[src/rtl/asram_ctl_pkg.sv]
`timescale 1ns/1ps
package asram_ctl_pkg;

  typedef enum logic [2:0] {
    ST_IDLE,
    ST_RD_ACC,
    ST_RD_TURN,
    ST_WR_ADDR,
    ST_WR_ARM,
    ST_WR_DATA,
    ST_WR_HOLD
  } st_e;

  typedef struct packed {
    logic ce_n;
    logic oe_n;
    logic we_n;
    logic dq_en;
  } pins_t;

  // Pin levels belonging to each sequencer state
  function automatic pins_t pins_of(st_e s);
    pins_t p;
    p = '{ce_n: 1'b1, oe_n: 1'b1, we_n: 1'b1, dq_en: 1'b0};
    case (s)
      ST_RD_ACC:  begin p.ce_n = 1'b0; p.oe_n = 1'b0; end
      ST_WR_ADDR: p.ce_n = 1'b0;
      ST_WR_ARM:  begin p.ce_n = 1'b0; p.we_n = 1'b0; end
      ST_WR_DATA: begin p.ce_n = 1'b0; p.we_n = 1'b0; p.dq_en = 1'b1; end
      ST_WR_HOLD: begin p.ce_n = 1'b0; p.dq_en = 1'b1; end
      default:    p = '{ce_n: 1'b1, oe_n: 1'b1, we_n: 1'b1, dq_en: 1'b0};
    endcase
    return p;
  endfunction

  // Round a picosecond minimum up to clock cycles, never below one
  function automatic int ps_to_cyc(int t_ps, int clk_ps);
    int c;
    c = (t_ps + clk_ps - 1) / clk_ps;
    return (c < 1) ? 1 : c;
  endfunction

  function automatic int imax(int a, int b);
    return (a > b) ? a : b;
  endfunction

endpackage

[src/rtl/asram_cnt.sv]
`timescale 1ns/1ps
module asram_cnt #(
  parameter int CW = 3
) (
  input  logic          clk,
  input  logic          rst_n,
  input  logic          load,
  input  logic [CW-1:0] load_val,
  output logic          at_zero
);
  logic [CW-1:0] cnt_q;

  always_ff @(posedge clk or negedge rst_n) begin
    if (!rst_n)              cnt_q <= '0;
    else if (load)           cnt_q <= load_val;
    else if (cnt_q != '0)    cnt_q <= cnt_q - 1'b1;
  end

  assign at_zero = (cnt_q == '0);
endmodule

[src/rtl/asram_hold.sv]
`timescale 1ns/1ps
module asram_hold #(
  parameter int AW = 15,
  parameter int DW = 8
) (
  input  logic          clk,
  input  logic          rst_n,
  input  logic          take,
  input  logic [AW-1:0] req_addr,
  input  logic [DW-1:0] req_wdata,
  input  logic          cap_rd,
  input  logic [DW-1:0] dq_in,
  output logic [AW-1:0] addr_q,
  output logic [DW-1:0] wdata_q,
  output logic [DW-1:0] rdata_q
);
  always_ff @(posedge clk or negedge rst_n) begin
    if (!rst_n) begin
      addr_q  <= '0;
      wdata_q <= '0;
    end else if (take) begin
      addr_q  <= req_addr;
      wdata_q <= req_wdata;
    end
  end

  always_ff @(posedge clk or negedge rst_n) begin
    if (!rst_n)      rdata_q <= '0;
    else if (cap_rd) rdata_q <= dq_in;
  end
endmodule

[src/rtl/asram_fsm.sv]
`timescale 1ns/1ps
module asram_fsm
  import asram_ctl_pkg::*;
#(
  parameter int CW       = 3,
  parameter int RD_CYC   = 4,
  parameter int WD_CYC   = 3,
  parameter int TURN_CYC = 2
) (
  input  logic          clk,
  input  logic          rst_n,
  input  logic          req_valid,
  input  logic          req_write,
  output logic          req_ready,
  output logic          take,
  output logic          cap_rd,
  output logic          done,
  output pins_t         pins,
  output logic          cnt_load,
  output logic [CW-1:0] cnt_val,
  input  logic          cnt_zero
);
  localparam logic [CW-1:0] RD_LD   = CW'(RD_CYC - 1);
  localparam logic [CW-1:0] WD_LD   = CW'(WD_CYC - 1);
  localparam logic [CW-1:0] TURN_LD = CW'(TURN_CYC - 1);

  st_e  st_q, st_d;
  logic done_d;

  always_comb begin
    st_d     = st_q;
    take     = 1'b0;
    cap_rd   = 1'b0;
    done_d   = 1'b0;
    cnt_load = 1'b0;
    cnt_val  = '0;
    case (st_q)
      ST_IDLE: if (req_valid) begin
        take = 1'b1;
        if (req_write) st_d = ST_WR_ADDR;
        else begin
          st_d     = ST_RD_ACC;
          cnt_load = 1'b1;
          cnt_val  = RD_LD;
        end
      end
      ST_RD_ACC: if (cnt_zero) begin
        cap_rd   = 1'b1;
        done_d   = 1'b1;
        st_d     = ST_RD_TURN;
        cnt_load = 1'b1;
        cnt_val  = TURN_LD;
      end
      ST_RD_TURN: if (cnt_zero) st_d = ST_IDLE;
      ST_WR_ADDR: st_d = ST_WR_ARM;
      ST_WR_ARM: begin
        st_d     = ST_WR_DATA;
        cnt_load = 1'b1;
        cnt_val  = WD_LD;
      end
      ST_WR_DATA: if (cnt_zero) st_d = ST_WR_HOLD;
      ST_WR_HOLD: begin
        st_d   = ST_IDLE;
        done_d = 1'b1;
      end
      default: st_d = ST_IDLE;
    endcase
  end

  // Pins are registered from the next state so they never glitch
  always_ff @(posedge clk or negedge rst_n) begin
    if (!rst_n) begin
      st_q <= ST_IDLE;
      pins <= pins_of(ST_IDLE);
      done <= 1'b0;
    end else begin
      st_q <= st_d;
      pins <= pins_of(st_d);
      done <= done_d;
    end
  end

  assign req_ready = (st_q == ST_IDLE);
endmodule

[src/rtl/asram_ctl.sv]
`timescale 1ns/1ps
module asram_ctl
  import asram_ctl_pkg::*;
#(
  parameter int ADDR_W    = 15,
  parameter int DATA_W    = 8,
  parameter int CLK_PS    = 4000,
  parameter int T_PWE_PS  = 9000,
  parameter int T_SD_PS   = 9000,
  parameter int T_AA_PS   = 15000,
  parameter int T_OHZ_PS  = 7000
) (
  input  logic              clk,
  input  logic              rst_n,
  input  logic              req_valid,
  output logic              req_ready,
  input  logic              req_write,
  input  logic [ADDR_W-1:0] req_addr,
  input  logic [DATA_W-1:0] req_wdata,
  output logic              rsp_valid,
  output logic [DATA_W-1:0] rsp_rdata,
  output logic              sram_ce_n,
  output logic              sram_oe_n,
  output logic              sram_we_n,
  output logic [ADDR_W-1:0] sram_addr,
  output logic [DATA_W-1:0] sram_dq_o,
  output logic              sram_dq_oe,
  input  logic [DATA_W-1:0] sram_dq_i
);
  localparam int PWE_CYC  = ps_to_cyc(T_PWE_PS, CLK_PS);
  localparam int SD_CYC   = ps_to_cyc(T_SD_PS, CLK_PS);
  localparam int RD_CYC   = ps_to_cyc(T_AA_PS, CLK_PS);
  localparam int TURN_CYC = ps_to_cyc(T_OHZ_PS, CLK_PS);
  localparam int WD_CYC   = imax(SD_CYC, imax(PWE_CYC - 1, 1));
  localparam int MAX_CYC  = imax(RD_CYC, imax(WD_CYC, TURN_CYC));
  localparam int CW       = $clog2(MAX_CYC + 1);

  logic          take, cap_rd, cnt_load, cnt_zero;
  logic [CW-1:0] cnt_val;
  pins_t         pins;

  asram_fsm #(
    .CW(CW), .RD_CYC(RD_CYC), .WD_CYC(WD_CYC), .TURN_CYC(TURN_CYC)
  ) u_fsm (
    .clk(clk), .rst_n(rst_n),
    .req_valid(req_valid), .req_write(req_write), .req_ready(req_ready),
    .take(take), .cap_rd(cap_rd), .done(rsp_valid), .pins(pins),
    .cnt_load(cnt_load), .cnt_val(cnt_val), .cnt_zero(cnt_zero)
  );

  asram_cnt #(.CW(CW)) u_cnt (
    .clk(clk), .rst_n(rst_n),
    .load(cnt_load), .load_val(cnt_val), .at_zero(cnt_zero)
  );

  asram_hold #(.AW(ADDR_W), .DW(DATA_W)) u_hold (
    .clk(clk), .rst_n(rst_n),
    .take(take), .req_addr(req_addr), .req_wdata(req_wdata),
    .cap_rd(cap_rd), .dq_in(sram_dq_i),
    .addr_q(sram_addr), .wdata_q(sram_dq_o), .rdata_q(rsp_rdata)
  );

  assign sram_ce_n  = pins.ce_n;
  assign sram_oe_n  = pins.oe_n;
  assign sram_we_n  = pins.we_n;
  assign sram_dq_oe = pins.dq_en;
endmodule

[config.mk]
export PLATFORM = sky130hd
export DESIGN_NAME = asram_ctl
export DESIGN_NICKNAME = d
export VERILOG_FILES = /design/src/rtl/asram_ctl_pkg.sv /design/src/rtl/asram_cnt.sv /design/src/rtl/asram_hold.sv /design/src/rtl/asram_fsm.sv /design/src/rtl/asram_ctl.sv
export SDC_FILE = /design/constraint.sdc
export NUM_CORES = 1
export LEC_CHECK = 0
export BUFFER_PORTS_ARGS = -buffer_cell sky130_fd_sc_hd__buf_2
export CAP_MARGIN = 20
export CORE_AREA = 10 10 73 75
export CTS_CLUSTER_DIAMETER = 200
export CTS_CLUSTER_SIZE = 40
export DETAILED_ROUTE_END_ITERATION = 6
export DIE_AREA = 0 0 83 85
export PLACE_DENSITY = 0.75
export SETUP_SLACK_MARGIN = 0.4
export SYNTH_ARGS = -nofsm -noshare
export SYNTH_HDL_FRONTEND = slang
export SYNTH_SLANG_ARGS = --single-unit
[constraint.sdc]
create_clock -name clk -period 2.2 [get_ports clk]
set_input_delay 0.44 -clock clk [delete_from_list [all_inputs] [get_ports clk]]
set_output_delay 0.44 -clock clk [all_outputs]
set_load 0.01 [all_outputs]
; ---- Word level (Yosys, flattened, before mapping)
; Cells that the tools add are included.
; Widths: inputs -> output; s select.
[totals]
memories = 0
ff_bits = 42
ramBits = 0
out_inout_bits = 37
latchBits = 0
mem_bits_ro = 0
wordCells = 53
[op_classes]
n_mul = 0
mux = 24
n_div = 0
eq_ne = 11
addsub = 1
n_shift = 0
n_bitwise = 0
magnitude_cmp = 0
n_reduce_logical = 7
[op_table]
columns = operator, n
row1 = $mux 3, 7
row2 = $eq 3x3->1 const B, 6
row3 = $pmux 3 s6, 1
row4 = $mux 1, 11
row5 = $eq 3x2->1 const B, 3
row6 = $pmux 3 s3, 1
row7 = $eq 3x1->1 const B, 2
row8 = $logic_not 3->1, 2
row9 = $reduce_or 5->1, 1
row10 = $mux 2, 2
row11 = $reduce_or 2->1, 2
row12 = $pmux 1 s3, 1
row13 = $reduce_bool 3->1, 1
row14 = $sub 3x1->3 const B, 1
row15 = $pmux 1 s2, 1
row16 = $reduce_bool 2->1, 1

; ---- Depth between registers and ports, before layout
[logic_depth]
ltp_word = 6
mapped_depth = 6

; ---- Modules after synthesis
; From an unflattened synthesis, not the netlist that was laid out.
[hier_totals]
cells_unflattened = 133
hier_area_um2 = 1774.2
[modules_own_cells]
columns = mod, seq_area_each_um2, area_each_um2, cells_per_inst, n_inst
row1 = asram_hold, 775.7, 1152.4, 65, 1
row2 = asram_fsm, 203.9, 421.7, 47, 1
row3 = asram_cnt, 75.1, 200.2, 21, 1

; ---- Worst setup path before layout
; Ideal clock, no wire load.
[synth_path]
kind = reg2reg
startpoint = register u_fsm.st_q[2]
endpoint = register u_hold.addr_q[11]
path_slack_ps = 465
required_time_ps = 2075
stages_incl_launch_ff = 6
period_less_slack_ps = 1735
setup_ps = 125
path_buffers = 2
arrival_ps = 1610
path_cell_list = dfrtp_1 > or2_1 > buf_2 > nor3b_4 > buf_6 > mux2_2
[synth_via]
elab_chain_len = 2
[synth_rtl]
columns = item, line
row1 = "start, declared", asram_fsm.sv:27  ; st_e st_q, st_d;
row2 = "start signal, assigned", asram_fsm.sv:77  ; st_q <= st_d;
row3 = $logic_not 3->1, asram_fsm.sv:37  ; case (st_q)
row4 = $mux 1, asram_fsm.sv:37
row5 = "end signal, assigned", asram_hold.sv:22  ; addr_q <= req_addr;
row6 = "end, declared", asram_hold.sv:13  ; output logic [AW-1:0] addr_q,
; No other way between the ends.
; A chain may end at the register's enable or synchronous reset.

; ---- Final worst setup path
[layout_path]
startpoint = register u_fsm.st_q[2]
endpoint = output req_ready
[layout_via]
elab_chain_len = 1
[layout_rtl]
columns = item, line
row1 = $logic_not 3->1, asram_fsm.sv:83  ; assign req_ready = (st_q == ST_IDLE);
row2 = "end, declared", asram_ctl.sv:16  ; output logic req_ready,
; No other way between the ends.

==> impl_metrics.py <==
metrics = {
    "worst_setup_path": {
        "cp_num_buf_inv": 1,
        "critPathMaxStageDelay_ps": 440,
        "cp_slowest_cell": "dfrtp_2",
        "path_cells": "or2_4 -> nor2_1 -> buf_2",
        "endpoint_kind": "output port",
        "crit_family": "flip-flops",
        "cp_max_fo": 6,
        "start_kind": "register",
        "critical_path_arrival_ps": 1260,
        "cp.required_ps": 1760,
        "critPathKind": "register to output port",
    },
    "sta": {
        "setup_viol": 0,
        "rsz0062_at_grt": "true",
        "max_freq_mhz": 587.7,
        "worst_pin_slew_ps": 650.4,
        "finClkSkew_ps": 4.842,
        "hold_slack_ps": 173.8,
        "tns_ps": 0,
        "hold_viol": 0,
        "min_period_over_period_pct": 77.34,
        "relSlewSlack_pct": 56.64,
        "maxSlewViolCount": 0,
        "period_minus_slack_ps": 1702,
    },
    "synth": {
        "ys.warnings.count": 0,
        "synth_area_leaders": "dfrtp_1 56%, mux2_2 20%, dfstp_2 4.5%",
        "synth_nets": 165,
        "ys_seq_area_share_pct": 60.00,
        "synth.avg_cell_area_um2": 13.73,
        "synth_flop_cell": "dfrtp_1",
        "ys_async_sr_fraction_pct": 100.0,
        "ys_types": 32,
        "synth_common_cells": "39 x dfrtp_1, 31 x mux2_2, 6 x inv_1, 6 x nor2_1, 4 x o21ai_0",
        "synth_most_common_cell": "dfrtp_1",
        "synth_edf_count": 0,
        "synth-seq-cells": 42,
        "synth_area_mm2": 0.001758,
        "synthCells": 128,
        "synth_top_area_share_pct": 55.52,
        "yosysTopAreaCell": "dfrtp_1",
    },
    "clocking": {
        "cts_tree": "yes",
        "insertion_delay_ps": 280,
        "clkTransAtPathRegs_ps": 80,
        "htreeDepth": 2,
        "clock_sinks": 42,
        "cts_root_buf": "clkbuf_8",
        "numCtsBuffers": 5,
        "clock_path_buffers": 2,
        "cts_hold_buffers": 0,
    },
    "die": {
        "io_pins": 72,
        "die_h_um": 85,
        "die_w_um": 83,
        "rows": 23,
        "start_util_pct": 44.92,
        "core_mm2": 0.003914,
        "die_area_mm2": 0.007055,
    },
    "power_and_ir_drop": {
        "p_per_area_mw_per_mm2": 1500,
        "p_leak_nw": 1.135,
        "power_mw": 3.470,
        "ir_drop_mv": 0.6457,
    },
    "job": {
        "cap_viol_max_count": 0,
    },
    "routing": {
        "first_iter_violations": 42,
        "drt_pre_antenna_iters": 4,
        "via_per_inst": 4.805,
        "wire_per_inst_um": 14.91,
        "num_vias": 1235,
        "ant_nets": 0,
        "wl_mm": 3.831,
        "drc": 0,
    },
    "layout": {
        "layout-drive-gt1-share_pct": 59.90,
        "instances_no_fill": 257,
        "area_growth_pct": 31.60,
        "fillers": 326,
        "antennaDiodeCount": 0,
        "design.final.nets": 243,
    },
    "global_route": {
        "grt_antenna_before_repair": 0,
        "grt_max_degree": 30,
        "grt_pass1_vias": 1227,
        "grt_pass1_wl_mm": 6.258,
        "overflow": 0,
        "track_usage_pct": 10.66,
    },
    "worst_hold_path": {
        "hp-class": "input port to async pin",
    },
    "placement": {
        "io_buffers": 71,
        "dp.cells": 247,
        "hpwl_mm": 2.956,
        "gp_routability_congestion": 0.8717,
    },
    "outcome": {
        "status": "finished, final reports clean",
    },
}
==> worst register-to-register path: cells and delay by family, from the launching register on <==
family | cells | cell delay (ps)
and+or+nand+nor | 2 | 530
DFF | 1 | 440
muxes | 1 | 370
buffers and inverters | 1 | 200
==> metrics by stage <==
stage	cell area [um^2]	utilization (%)	setup WS, ps
6_report	2313	59.11	498.5
5_1_grt	2313	59.11	389.5
4_1_cts	2292	58.57	444.2
3_5_place_dp	2177	55.63	398.5
3_3_place_gp	2177	55.63	420.2
2_1_floorplan	1758	-	464.8
==> where the power goes <==
group / switching (mW) / internal (mW)
logic: 0.720 / 0.795
registers: 0.188 / 1.18
clock network: 0.252 / 0.338
==> layer usage <==
| layer | up-vias | global-route usage (%) | part of all wire [%] |
|---|---|---|---|
| met3 | 4 | 4.876 | 7.5 |
| met2 | 54 | 15.94 | 44 |
| met1 | 575 | 13.61 | 48 |
| met4 | 0 | 2.786 | 0.55 |
| met5 | - | 0 | 0 |
| li1 | 602 | - | - |
==> final timing paths <==
| check | from | end | slack [ps] | cells after the start |
|---|---|---|---|---|
| setup / recovery | u_fsm.st_q[2] | req_ready | 500 | 3 |
| hold reg to reg | u_hold.wdata_q[4] | u_hold.wdata_q[4] | 490 | 1 |
| hold / removal | rst_n | u_hold.addr_q[4] | 170 | 1 |
| min in group clk | req_wdata[4] | u_hold.wdata_q[4] | 370 | 2 |
| max in group asynchronous | rst_n | u_fsm.pins[1] | 1370 | 2 |
| setup reg to reg | u_fsm.st_q[2] | u_hold.addr_q[14] | 560 | 4 |
==> layout by cell type (no fill, tap or decap), drive strengths merged, types with 2 or more instances in the layout <==
master / n
a21oi: 2
buf: 77
clkbuf: 6
dfrtp: 39
dfstp: 3
ha: 2
inv: 6
mux2: 32
nand2: 3
nand2b: 3
nor2: 6
nor2b: 3
nor3: 2
nor3b: 2
o21ai: 4
or2: 3
==> kinds of logic (layout without fill, tap and decap cells) <==
family                   after synthesis  after routing  share of synthesized area [%]
AND/OR/NAND/NOR                       25             25                          8.471
multiplexers                          32             32                          20.50
adder cells (fa/ha/maj)                2              2                          1.423
buffers and inverters                 12             91                          3.629
flip-flops                            42             42                          60.00
XOR/XNOR                               1              1                         0.4983
AO/OA/AOI/OAI                         14             14                          5.481
==> layout make-up <==
type,instances,area [um^2],share of cell area [%]
Sequential cell,42,1056,45.65
Multi-Input combinational cell,74,649.4,28.07
Timing Repair Buffer,77,412.9,17.85
Clock buffer,6,72.57,3.137
Tap cell,50,62.56,2.704
Clock inverter,2,37.54,1.622
Inverter,6,22.52,0.9735
==> state kept, by name, summed over array words and instances, names as in the netlist <==
signal and flops:
u_hold.wdata_q 8, u_fsm.done 1, u_hold.addr_q 15, u_fsm.st_q 3, u_hold.rdata_q 8, u_fsm.pins 4, u_cnt.cnt_q 3
==> what timing repair did <==
item	4_1_cts	5_1_grt
gates resized for setup	2	2
buffers inserted	0	2
setup endpoints to repair	7	8
(Power assumes the default switching activity.)
